===== config.mk =====
export PLATFORM = sky130hd
export DESIGN_NAME = qlearn_vsel
export DESIGN_NICKNAME = d
export VERILOG_FILES = /design/src/rtl/qv_pkg.sv /design/src/rtl/qv_errwin.sv /design/src/rtl/qv_penalty.sv /design/src/rtl/qv_ctrl.sv /design/src/rtl/qv_datapath.sv /design/src/rtl/qlearn_vsel.sv
export SDC_FILE = /design/constraint.sdc
export NUM_CORES = 2
export LEC_CHECK = 0
export BUFFER_PORTS_ARGS = -buffer_cell sky130_fd_sc_hd__buf_2
export CAP_MARGIN = 20
export CORE_MARGIN = 2
export CORE_UTILIZATION = 25
export DETAILED_ROUTE_END_ITERATION = 8
export PLACE_DENSITY = 0.47
export SETUP_SLACK_MARGIN = 0.15
export SLEW_MARGIN = 20
export SYNTH_ARGS = -nofsm -noshare
export SYNTH_HDL_FRONTEND = slang
export SYNTH_HIERARCHICAL = 1
export SYNTH_SLANG_ARGS = --single-unit

===== constraint.sdc =====
create_clock -name clk -period 18.59 [get_ports clk]
set_clock_uncertainty 0.15 [all_clocks]
set_input_delay 0.9295 -clock clk [delete_from_list [all_inputs] [get_ports clk]]
set_output_delay 0.9295 -clock clk [all_outputs]
set_load 0.01 [all_outputs]

===== src/rtl/qv_pkg.sv =====
package qv_pkg;

  // Strobes from the sequencer to the datapath.
  typedef struct packed {
    logic latch;      // capture the incoming sample
    logic update;     // write the pending table entry
    logic scan;       // compare one candidate this cycle
    logic scanFirst;  // first candidate of a search
    logic scanLast;   // final candidate of a search
  } qvStrobe_t;

  typedef enum logic [1:0] {
    ST_IDLE = 2'd0,
    ST_UPD  = 2'd1,
    ST_SCAN = 2'd2
  } qvState_e;

  // Normalized power-saving reward for a move from candidate i to j,
  // scaled by 2^rf and truncated toward zero.
  function automatic int qvReward(input int i, input int j, input int vMin,
                                  input int vStep, input int nV, input int rf);
    longint vi, vj, vlo, vhi, num, den;
    vi  = longint'(vMin + vStep * i);
    vj  = longint'(vMin + vStep * j);
    vlo = longint'(vMin);
    vhi = longint'(vMin + vStep * (nV - 1));
    num = (vi * vi - vj * vj) * (longint'(1) << rf);
    den = vhi * vhi - vlo * vlo;
    return int'(num / den);
  endfunction

endpackage


===== src/rtl/qv_errwin.sv =====
module qv_errwin #(
  parameter int CNT_W  = 16,
  parameter int FRAC_W = 12,
  parameter int RHO    = 41
) (
  input  logic              clk,
  input  logic              rst_n,
  input  logic              errFlag,
  input  logic [CNT_W-1:0]  windowLen,
  input  logic [FRAC_W-1:0] tepBound,
  output logic              overBound,
  output logic [CNT_W-1:0]  gapErr
);
  localparam int PW = CNT_W + FRAC_W;
  localparam logic [FRAC_W-1:0] RHO_V = FRAC_W'(RHO);

  logic [CNT_W-1:0]  cycCnt, errCnt, errLast;
  logic [CNT_W-1:0]  effLen;
  logic              winEnd;
  logic [FRAC_W-1:0] eth;
  logic [PW-1:0]     lhs, rhs;
  logic [CNT_W-1:0]  threshErr;

  assign effLen = (windowLen == '0) ? CNT_W'(1) : windowLen;
  assign winEnd = ({1'b0, cycCnt} + {{CNT_W{1'b0}}, 1'b1}) >= {1'b0, effLen};

  always_ff @(posedge clk or negedge rst_n) begin
    if (!rst_n) begin
      cycCnt  <= '0;
      errCnt  <= '0;
      errLast <= '0;
    end else if (winEnd) begin
      errLast <= errCnt + CNT_W'(errFlag);
      cycCnt  <= '0;
      errCnt  <= '0;
    end else begin
      cycCnt  <= cycCnt + CNT_W'(1);
      errCnt  <= errCnt + CNT_W'(errFlag);
    end
  end

  // Rate comparison by cross-multiplication, no divider.
  assign eth       = (tepBound > RHO_V) ? (tepBound - RHO_V) : '0;
  assign lhs       = {errLast, {FRAC_W{1'b0}}};
  assign rhs       = PW'(eth) * PW'(effLen);
  assign overBound = (lhs >= rhs);
  assign threshErr = rhs[PW-1:FRAC_W];
  assign gapErr    = (threshErr > errLast) ? (threshErr - errLast) : '0;

endmodule


===== src/rtl/qv_penalty.sv =====
module qv_penalty #(
  parameter int QW      = 16,
  parameter int CNT_W   = 16,
  parameter int GAMMA_W = 8,
  parameter int SIGMA   = 8,
  parameter int EPS     = 2
) (
  input  logic signed [QW-1:0] reward,
  input  logic                 slackFail,
  input  logic                 overBound,
  input  logic                 gradedMode,
  input  logic [GAMMA_W-1:0]   gradeSlope,
  input  logic [CNT_W-1:0]     gapErr,
  output logic signed [31:0]   penalty
);
  localparam logic signed [31:0] EPS_V   = 32'(EPS);
  localparam logic signed [31:0] SIGMA_V = 32'(SIGMA);

  logic signed [31:0] rwdX, highPen, linPen;
  logic [31:0]        cutU;

  assign rwdX    = {{(32-QW){reward[QW-1]}}, reward};
  assign highPen = (rwdX > 0) ? (SIGMA_V * rwdX) : EPS_V;
  assign cutU    = 32'(gradeSlope) * 32'(gapErr);
  assign linPen  = highPen - $signed(cutU);

  always_comb begin
    if (!slackFail)      penalty = '0;
    else if (overBound)  penalty = highPen;
    else if (!gradedMode) penalty = EPS_V;
    else if (linPen > EPS_V) penalty = linPen;
    else                 penalty = EPS_V;
  end

endmodule


===== src/rtl/qv_ctrl.sv =====
module qv_ctrl
  import qv_pkg::*;
#(
  parameter int NUM_V = 5,
  localparam int VW   = $clog2(NUM_V)
) (
  input  logic          clk,
  input  logic          rst_n,
  input  logic          sampleValid,
  output qvStrobe_t     strobe,
  output logic [VW-1:0] scanIdx,
  output logic          voltValid,
  output logic          updateDone
);
  qvState_e      state;
  logic [VW-1:0] scanCnt;
  logic          havePrev;

  assign strobe.latch     = (state == ST_IDLE) && sampleValid;
  assign strobe.update    = (state == ST_UPD);
  assign strobe.scan      = (state == ST_SCAN);
  assign strobe.scanFirst = strobe.scan && (scanCnt == '0);
  assign strobe.scanLast  = strobe.scan && (scanCnt == VW'(NUM_V - 1));
  assign scanIdx          = scanCnt;

  always_ff @(posedge clk or negedge rst_n) begin
    if (!rst_n) begin
      state      <= ST_IDLE;
      scanCnt    <= '0;
      havePrev   <= 1'b0;
      voltValid  <= 1'b0;
      updateDone <= 1'b0;
    end else begin
      voltValid  <= strobe.scanLast;
      updateDone <= strobe.update;
      unique case (state)
        ST_IDLE: begin
          scanCnt <= '0;
          if (sampleValid) state <= havePrev ? ST_UPD : ST_SCAN;
        end
        ST_UPD: state <= ST_SCAN;
        ST_SCAN: begin
          if (strobe.scanLast) begin
            state    <= ST_IDLE;
            scanCnt  <= '0;
            havePrev <= 1'b1;
          end else begin
            scanCnt <= scanCnt + VW'(1);
          end
        end
        default: state <= ST_IDLE;
      endcase
    end
  end

endmodule


===== src/rtl/qv_datapath.sv =====
module qv_datapath
  import qv_pkg::*;
#(
  parameter int NUM_V     = 5,
  parameter int NUM_BINS  = 10,
  parameter int QW        = 16,
  parameter int CNT_W     = 16,
  parameter int FRAC_W    = 12,
  parameter int RHO       = 41,
  parameter int GAMMA_W   = 8,
  parameter int SHIFT_W   = 4,
  parameter int RF        = 8,
  parameter int SIGMA     = 8,
  parameter int EPS       = 2,
  parameter int V_MIN_MV  = 800,
  parameter int V_STEP_MV = 100,
  localparam int VW       = $clog2(NUM_V),
  localparam int BW       = $clog2(NUM_BINS)
) (
  input  logic               clk,
  input  logic               rst_n,
  input  qvStrobe_t          strobe,
  input  logic [VW-1:0]      scanIdx,
  input  logic [BW-1:0]      slackBin,
  input  logic               slackFail,
  input  logic               errFlag,
  input  logic [CNT_W-1:0]   windowLen,
  input  logic [FRAC_W-1:0]  tepBound,
  input  logic               gradedMode,
  input  logic [GAMMA_W-1:0] gradeSlope,
  input  logic [SHIFT_W-1:0] alphaShift,
  output logic [VW-1:0]      voltIdx
);
  localparam logic signed [31:0] QMAX = 32'(2 ** (QW - 1) - 1);
  localparam logic signed [31:0] QMIN = -32'(2 ** (QW - 1));

  logic signed [QW-1:0] qTab      [NUM_V][NUM_BINS];
  logic signed [QW-1:0] rewardTab [NUM_V][NUM_V];

  logic [VW-1:0] curV, iPrev, jPrev, bestIdx, candBest;
  logic [BW-1:0] kCur, kPrev, binClamp;
  logic          failCur;
  logic signed [QW-1:0] bestQ, candQ, qIk, qJk, rwd, newQ;
  logic          takeIt, overBound;
  logic [CNT_W-1:0] gapErr;
  logic signed [31:0] penalty, target, diff, stepQ, sumQ;

  // Reward constants, computed at elaboration.
  for (genvar gi = 0; gi < NUM_V; gi++) begin : g_rwdRow
    for (genvar gj = 0; gj < NUM_V; gj++) begin : g_rwdCol
      assign rewardTab[gi][gj] = QW'(qvReward(gi, gj, V_MIN_MV, V_STEP_MV, NUM_V, RF));
    end
  end

  assign binClamp = (int'(slackBin) >= NUM_BINS) ? BW'(NUM_BINS - 1) : slackBin;

  qv_errwin #(.CNT_W(CNT_W), .FRAC_W(FRAC_W), .RHO(RHO)) u_errwin (
    .clk      (clk),
    .rst_n    (rst_n),
    .errFlag  (errFlag),
    .windowLen(windowLen),
    .tepBound (tepBound),
    .overBound(overBound),
    .gapErr   (gapErr)
  );

  assign qIk = qTab[iPrev][kPrev];
  assign qJk = qTab[jPrev][kPrev];
  assign rwd = rewardTab[iPrev][jPrev];

  qv_penalty #(.QW(QW), .CNT_W(CNT_W), .GAMMA_W(GAMMA_W), .SIGMA(SIGMA), .EPS(EPS)) u_pen (
    .reward    (rwd),
    .slackFail (failCur),
    .overBound (overBound),
    .gradedMode(gradedMode),
    .gradeSlope(gradeSlope),
    .gapErr    (gapErr),
    .penalty   (penalty)
  );

  // Q <- Q + alpha*(R - P + Qjk - Q), alpha = 2^-alphaShift
  assign target = 32'(rwd) - penalty + 32'(qJk);
  assign diff   = target - 32'(qIk);
  assign stepQ  = diff >>> alphaShift;
  assign sumQ   = 32'(qIk) + stepQ;

  always_comb begin
    if (sumQ > QMAX)      newQ = QMAX[QW-1:0];
    else if (sumQ < QMIN) newQ = QMIN[QW-1:0];
    else                  newQ = sumQ[QW-1:0];
  end

  // Sequential maximum search over the current bin's column.
  assign candQ    = qTab[scanIdx][kCur];
  assign takeIt   = strobe.scanFirst || (candQ > bestQ);
  assign candBest = takeIt ? scanIdx : bestIdx;

  always_ff @(posedge clk or negedge rst_n) begin
    if (!rst_n) begin
      for (int v = 0; v < NUM_V; v++)
        for (int b = 0; b < NUM_BINS; b++)
          qTab[v][b] <= '0;
    end else if (strobe.update) begin
      qTab[iPrev][kPrev] <= newQ;
    end
  end

  always_ff @(posedge clk or negedge rst_n) begin
    if (!rst_n) begin
      curV    <= VW'(NUM_V - 1);
      iPrev   <= '0;
      jPrev   <= '0;
      kPrev   <= '0;
      kCur    <= '0;
      failCur <= 1'b0;
      bestIdx <= '0;
      bestQ   <= '0;
    end else begin
      if (strobe.latch) begin
        kCur    <= binClamp;
        failCur <= slackFail;
      end
      if (strobe.scan) begin
        bestIdx <= candBest;
        bestQ   <= takeIt ? candQ : bestQ;
      end
      if (strobe.scanLast) begin
        curV  <= candBest;
        iPrev <= curV;
        jPrev <= candBest;
        kPrev <= kCur;
      end
    end
  end

  assign voltIdx = curV;

endmodule


===== src/rtl/qlearn_vsel.sv =====
module qlearn_vsel
  import qv_pkg::*;
#(
  parameter int NUM_V     = 5,
  parameter int NUM_BINS  = 10,
  parameter int QW        = 16,
  parameter int CNT_W     = 16,
  parameter int FRAC_W    = 12,
  parameter int RHO       = 41,
  parameter int GAMMA_W   = 8,
  parameter int SHIFT_W   = 4,
  parameter int RF        = 8,
  parameter int SIGMA     = 8,
  parameter int EPS       = 2,
  parameter int V_MIN_MV  = 800,
  parameter int V_STEP_MV = 100,
  localparam int VIDX_W   = $clog2(NUM_V),
  localparam int BIN_W    = $clog2(NUM_BINS)
) (
  input  logic               clk,
  input  logic               rst_n,
  input  logic               sampleValid,
  input  logic [BIN_W-1:0]   slackBin,
  input  logic               slackFail,
  input  logic               errFlag,
  input  logic [CNT_W-1:0]   windowLen,
  input  logic [FRAC_W-1:0]  tepBound,
  input  logic               gradedMode,
  input  logic [GAMMA_W-1:0] gradeSlope,
  input  logic [SHIFT_W-1:0] alphaShift,
  output logic               voltValid,
  output logic [VIDX_W-1:0]  voltIdx,
  output logic               updateDone
);
  qvStrobe_t         ctlStrobe;
  logic [VIDX_W-1:0] scanIdx;
  logic              updPulse, latchPulse;

  qv_ctrl #(.NUM_V(NUM_V)) u_ctrl (
    .clk        (clk),
    .rst_n      (rst_n),
    .sampleValid(sampleValid),
    .strobe     (ctlStrobe),
    .scanIdx    (scanIdx),
    .voltValid  (voltValid),
    .updateDone (updateDone)
  );

  qv_datapath #(
    .NUM_V(NUM_V), .NUM_BINS(NUM_BINS), .QW(QW), .CNT_W(CNT_W),
    .FRAC_W(FRAC_W), .RHO(RHO), .GAMMA_W(GAMMA_W), .SHIFT_W(SHIFT_W),
    .RF(RF), .SIGMA(SIGMA), .EPS(EPS), .V_MIN_MV(V_MIN_MV), .V_STEP_MV(V_STEP_MV)
  ) u_dp (
    .clk       (clk),
    .rst_n     (rst_n),
    .strobe    (ctlStrobe),
    .scanIdx   (scanIdx),
    .slackBin  (slackBin),
    .slackFail (slackFail),
    .errFlag   (errFlag),
    .windowLen (windowLen),
    .tepBound  (tepBound),
    .gradedMode(gradedMode),
    .gradeSlope(gradeSlope),
    .alphaShift(alphaShift),
    .voltIdx   (voltIdx)
  );

  assign updPulse   = ctlStrobe.update;
  assign latchPulse = ctlStrobe.latch;

endmodule


==> impl_results.md <==
* Gate count after technology mapping at 8038
* GRT overflow at 0
* DP HPWL at 235000 um
* CTS tree: built
* Mapped Avg Cell Area at 9.69 um2
* DR WL/cell at 26.6 um
* TritonCTS Sinks at 891
* Post-synth EDFFs at 0
* Share of cells above drive strength 1 at 31.9%
* DRC violations left at 0
* Slew @ Worst Pin at 1230 ps
* Slew headroom at 17.8%
* Non-Filler Instances at 12900
* CP endpoint: u_dp/qTab[580]
* Die ar. at 0.316 mm2
* Failing checks: setup timing
* Largest net degree at the start of global routing at 176
* Async set-or-reset flop fraction in the synthesized netlist at 100%
* Fin crit share at 113%
* Area delta synth->final at 26.0%
* Root buffer cell: clkbuf_16
* Number of port buffers at 54
* Final Cell Area at 0.0982 mm2
* DRT Pass-1 Iters at 8
* H-tree depth at 3
* GRT Resource Usage Total at 20.6%
* I/O Pins at 55
* Setup crit start: tepBound[6]
* GRT busiest layer: met2
* Detail-routed via count per cell at 5.58
* Syn Std Cell Area at 0.0779 mm2
* Synth cell types at 111
* Critical path class: in -> reg
* Commonest non-fill, non-tap cell in the layout: buf_4
* RD Place Congestion at 0.918
* Clock Tree Buf Depth at 3
* Slowest CP cell: fa_1
* Critical R2R Launch: u_dp/u_errwin/errLast[0]
* Outcome: finished, violations left
* Met2 Use GR at 31.8%
* Area post-placement at 0.0896 mm2
* Slew Viols, Final at 0
* Antenna violations before repair at 17
* R2r setup slk at 2710 ps
* GR Util met3 at 5.30%
* Most frequent CP cell: fa_1
* RSZ-0062 raised after global routing: true
* DIE WIDTH at 562 um
* WP data arrival at 21410 ps
* FILL cells at 31700
* Die extent in y at 562 um
* Setup WS post-layout at -2380 ps
* Starting DRT DRC Count at 8335
* Fmax achieved at 47.7 MHz
* Final Hold Viols at 0
* Vias in the first global route at 70200
* Worst Setup End Kind: register
* Crit path max fanout at 7
* Placed cell count at 12600
* Clock Latency Late Sink at 790 ps
* Cells on worst reg2reg path at 70
* Clock-pin slew on the worst setup and hold paths at 60 ps
* Ys Warns at 6
* CP Launch Type: input pin
* # rows at 204
* Via Count at 72000
* Tmin final at 20970 ps
* Core Area at 0.309 mm2
* Synthesized flop and latch total at 891
* # Max-Cap Violations at 0
* CTS Buf Count at 101
* Initial Util at 25.2%
* Ys flop type: dfrtp_1
* Post-synthesis sequential area ratio at 28.6%
* CTS Hold Bufs at 0
* Setup WS pre-CTS at -3980 ps
* Met1 Usage GRT at 27.7%
* Worst flop-to-flop path endpoint: u_dp/qTab[580]
* DRT antenna net count at 0
* Most frequent cells in the layout: buf_4, nand2_1, dfrtp_1, nor2_1, inv_1
* CP Data Required Time at 19040 ps
* HP Class: in -> async
* Routed WL at 343000 um
* Final number of setup-violating endpoints at 800
* Final Net Count at 9307
* First-pass GRT wire length at 491000 um
* CP max stage delay at 580 ps
-- what timing repair did --
item,in CTS,in global routing
pin swaps,18,142
buffers inserted,10,100
gates cloned,2,36
setup endpoints to repair,800,800
gates resized for setup,45,496
-- worst min path at each step --
stage	cells after the start	startpoint	endpoint
after floorplan	1	u_ctrl/havePrev	u_ctrl/havePrev
after global placement	1	u_ctrl/havePrev	u_ctrl/havePrev
after detailed placement	1	u_dp/bestQ[13]	u_dp/bestQ[13]
after CTS	1	rst_n	u_dp/qTab[426]
after global routing	1	rst_n	u_dp/qTab[454]
final	1	rst_n	u_dp/qTab[454]
-- through the flow --
| step | hold slack, ps | util, % | setup TNS (ps) |
|---|---|---|---|
| after floorplan | 298 | - | -1316130 |
| after global placement | 336 | 28.9 | -3196470 |
| after detailed placement | 344 | 29.0 | -3093030 |
| after CTS | 145 | 30.3 | -2027110 |
| after global routing | 182 | 31.7 | -2317760 |
| final | 69.6 | 31.7 | -1783460 |
-- cells in the mapped netlist (113+ instances only) --
| cell | count | share of area (%) |
|---|---|---|
| a21oi_1 | 411 | 2.6 |
| a22oi_1 | 113 | 1.1 |
| a31oi_1 | 330 | 2.7 |
| and2_1 | 124 | 1.0 |
| buf_1 | 119 | 0.57 |
| buf_2 | 121 | 0.78 |
| clkbuf_1 | 384 | 1.9 |
| dfrtp_1 | 890 | 29 |
| fa_1 | 290 | 7.5 |
| ha_1 | 270 | 4.3 |
| inv_1 | 460 | 2.2 |
| mux2i_1 | 297 | 3.8 |
| mux4_2 | 428 | 12 |
| nand2_1 | 1008 | 4.9 |
| nor2_1 | 666 | 3.2 |
| nor3_1 | 118 | 0.76 |
| o21ai_0 | 263 | 1.7 |
| o22ai_1 | 132 | 1.1 |
| o31ai_2 | 377 | 6.1 |
-- kinds of logic after synthesis --
family	count (synthesis)	share of synthesized area [%]
muxes	822	17.6
other	2	0.00964
xor gates and xnor gates	156	1.86
DFF	891	28.6
buffers and inverters	1151	6.24
AOI/OAI and AO/OA	2181	21.2
and+or+nand+nor	2275	12.7
adders and majority gates	560	11.8
-- layout make-up --
class                      instances  area (um2)  area share, %
timing repair buffer            1229       11100           11.3
inverter                         471        1770           1.81
multi-input combinational       6003       54100           55.1
sequential                       891       22300           22.8
tap                             4120        5150           5.25
clock buffer                     149        3060           3.12
clock inverter                    39         608          0.619
antenna                            9        22.5         0.0229
-- critical path: cells and delay by family --
family / cells / cell delay [ps]
AOI/OAI and AO/OA: 27 / 5320
xor gates and xnor gates: 1 / 130
adders and majority gates: 17 / 7080
buffers and inverters: 22 / 2540
muxes: 2 / 550
and+or+nand+nor: 23 / 4810
-- flip-flops by register name, indices dropped and copies added (netlist names) --
name / count
u_dp/qTab: 800
u_dp/bestQ: 16
u_dp/u_errwin/cycCnt: 16
u_dp/u_errwin/errCnt: 16
u_dp/u_errwin/errLast: 16
u_dp/kCur: 4
u_dp/kPrev: 4
u_ctrl/scanIdx: 3
u_dp/bestIdx: 3
u_dp/iPrev: 3
u_dp/voltIdx: 3
u_ctrl/state: 2
u_ctrl/havePrev: 1
u_ctrl/updateDone: 1
u_ctrl/voltValid: 1
u_dp/failCur: 1
u_dp/jPrev: 1
-- per-layer routing --
layer / vias up / wire length [um]
met5: - / 76
met4: 12 / 14600
met3: 803 / 35700
met2: 3703 / 150000
met1: 36700 / 142000
li1: 30800 / -
Power is left out: the tool's default activity adds up to more than one toggle a clock period on the data nets, which glitch-free logic cannot reach.
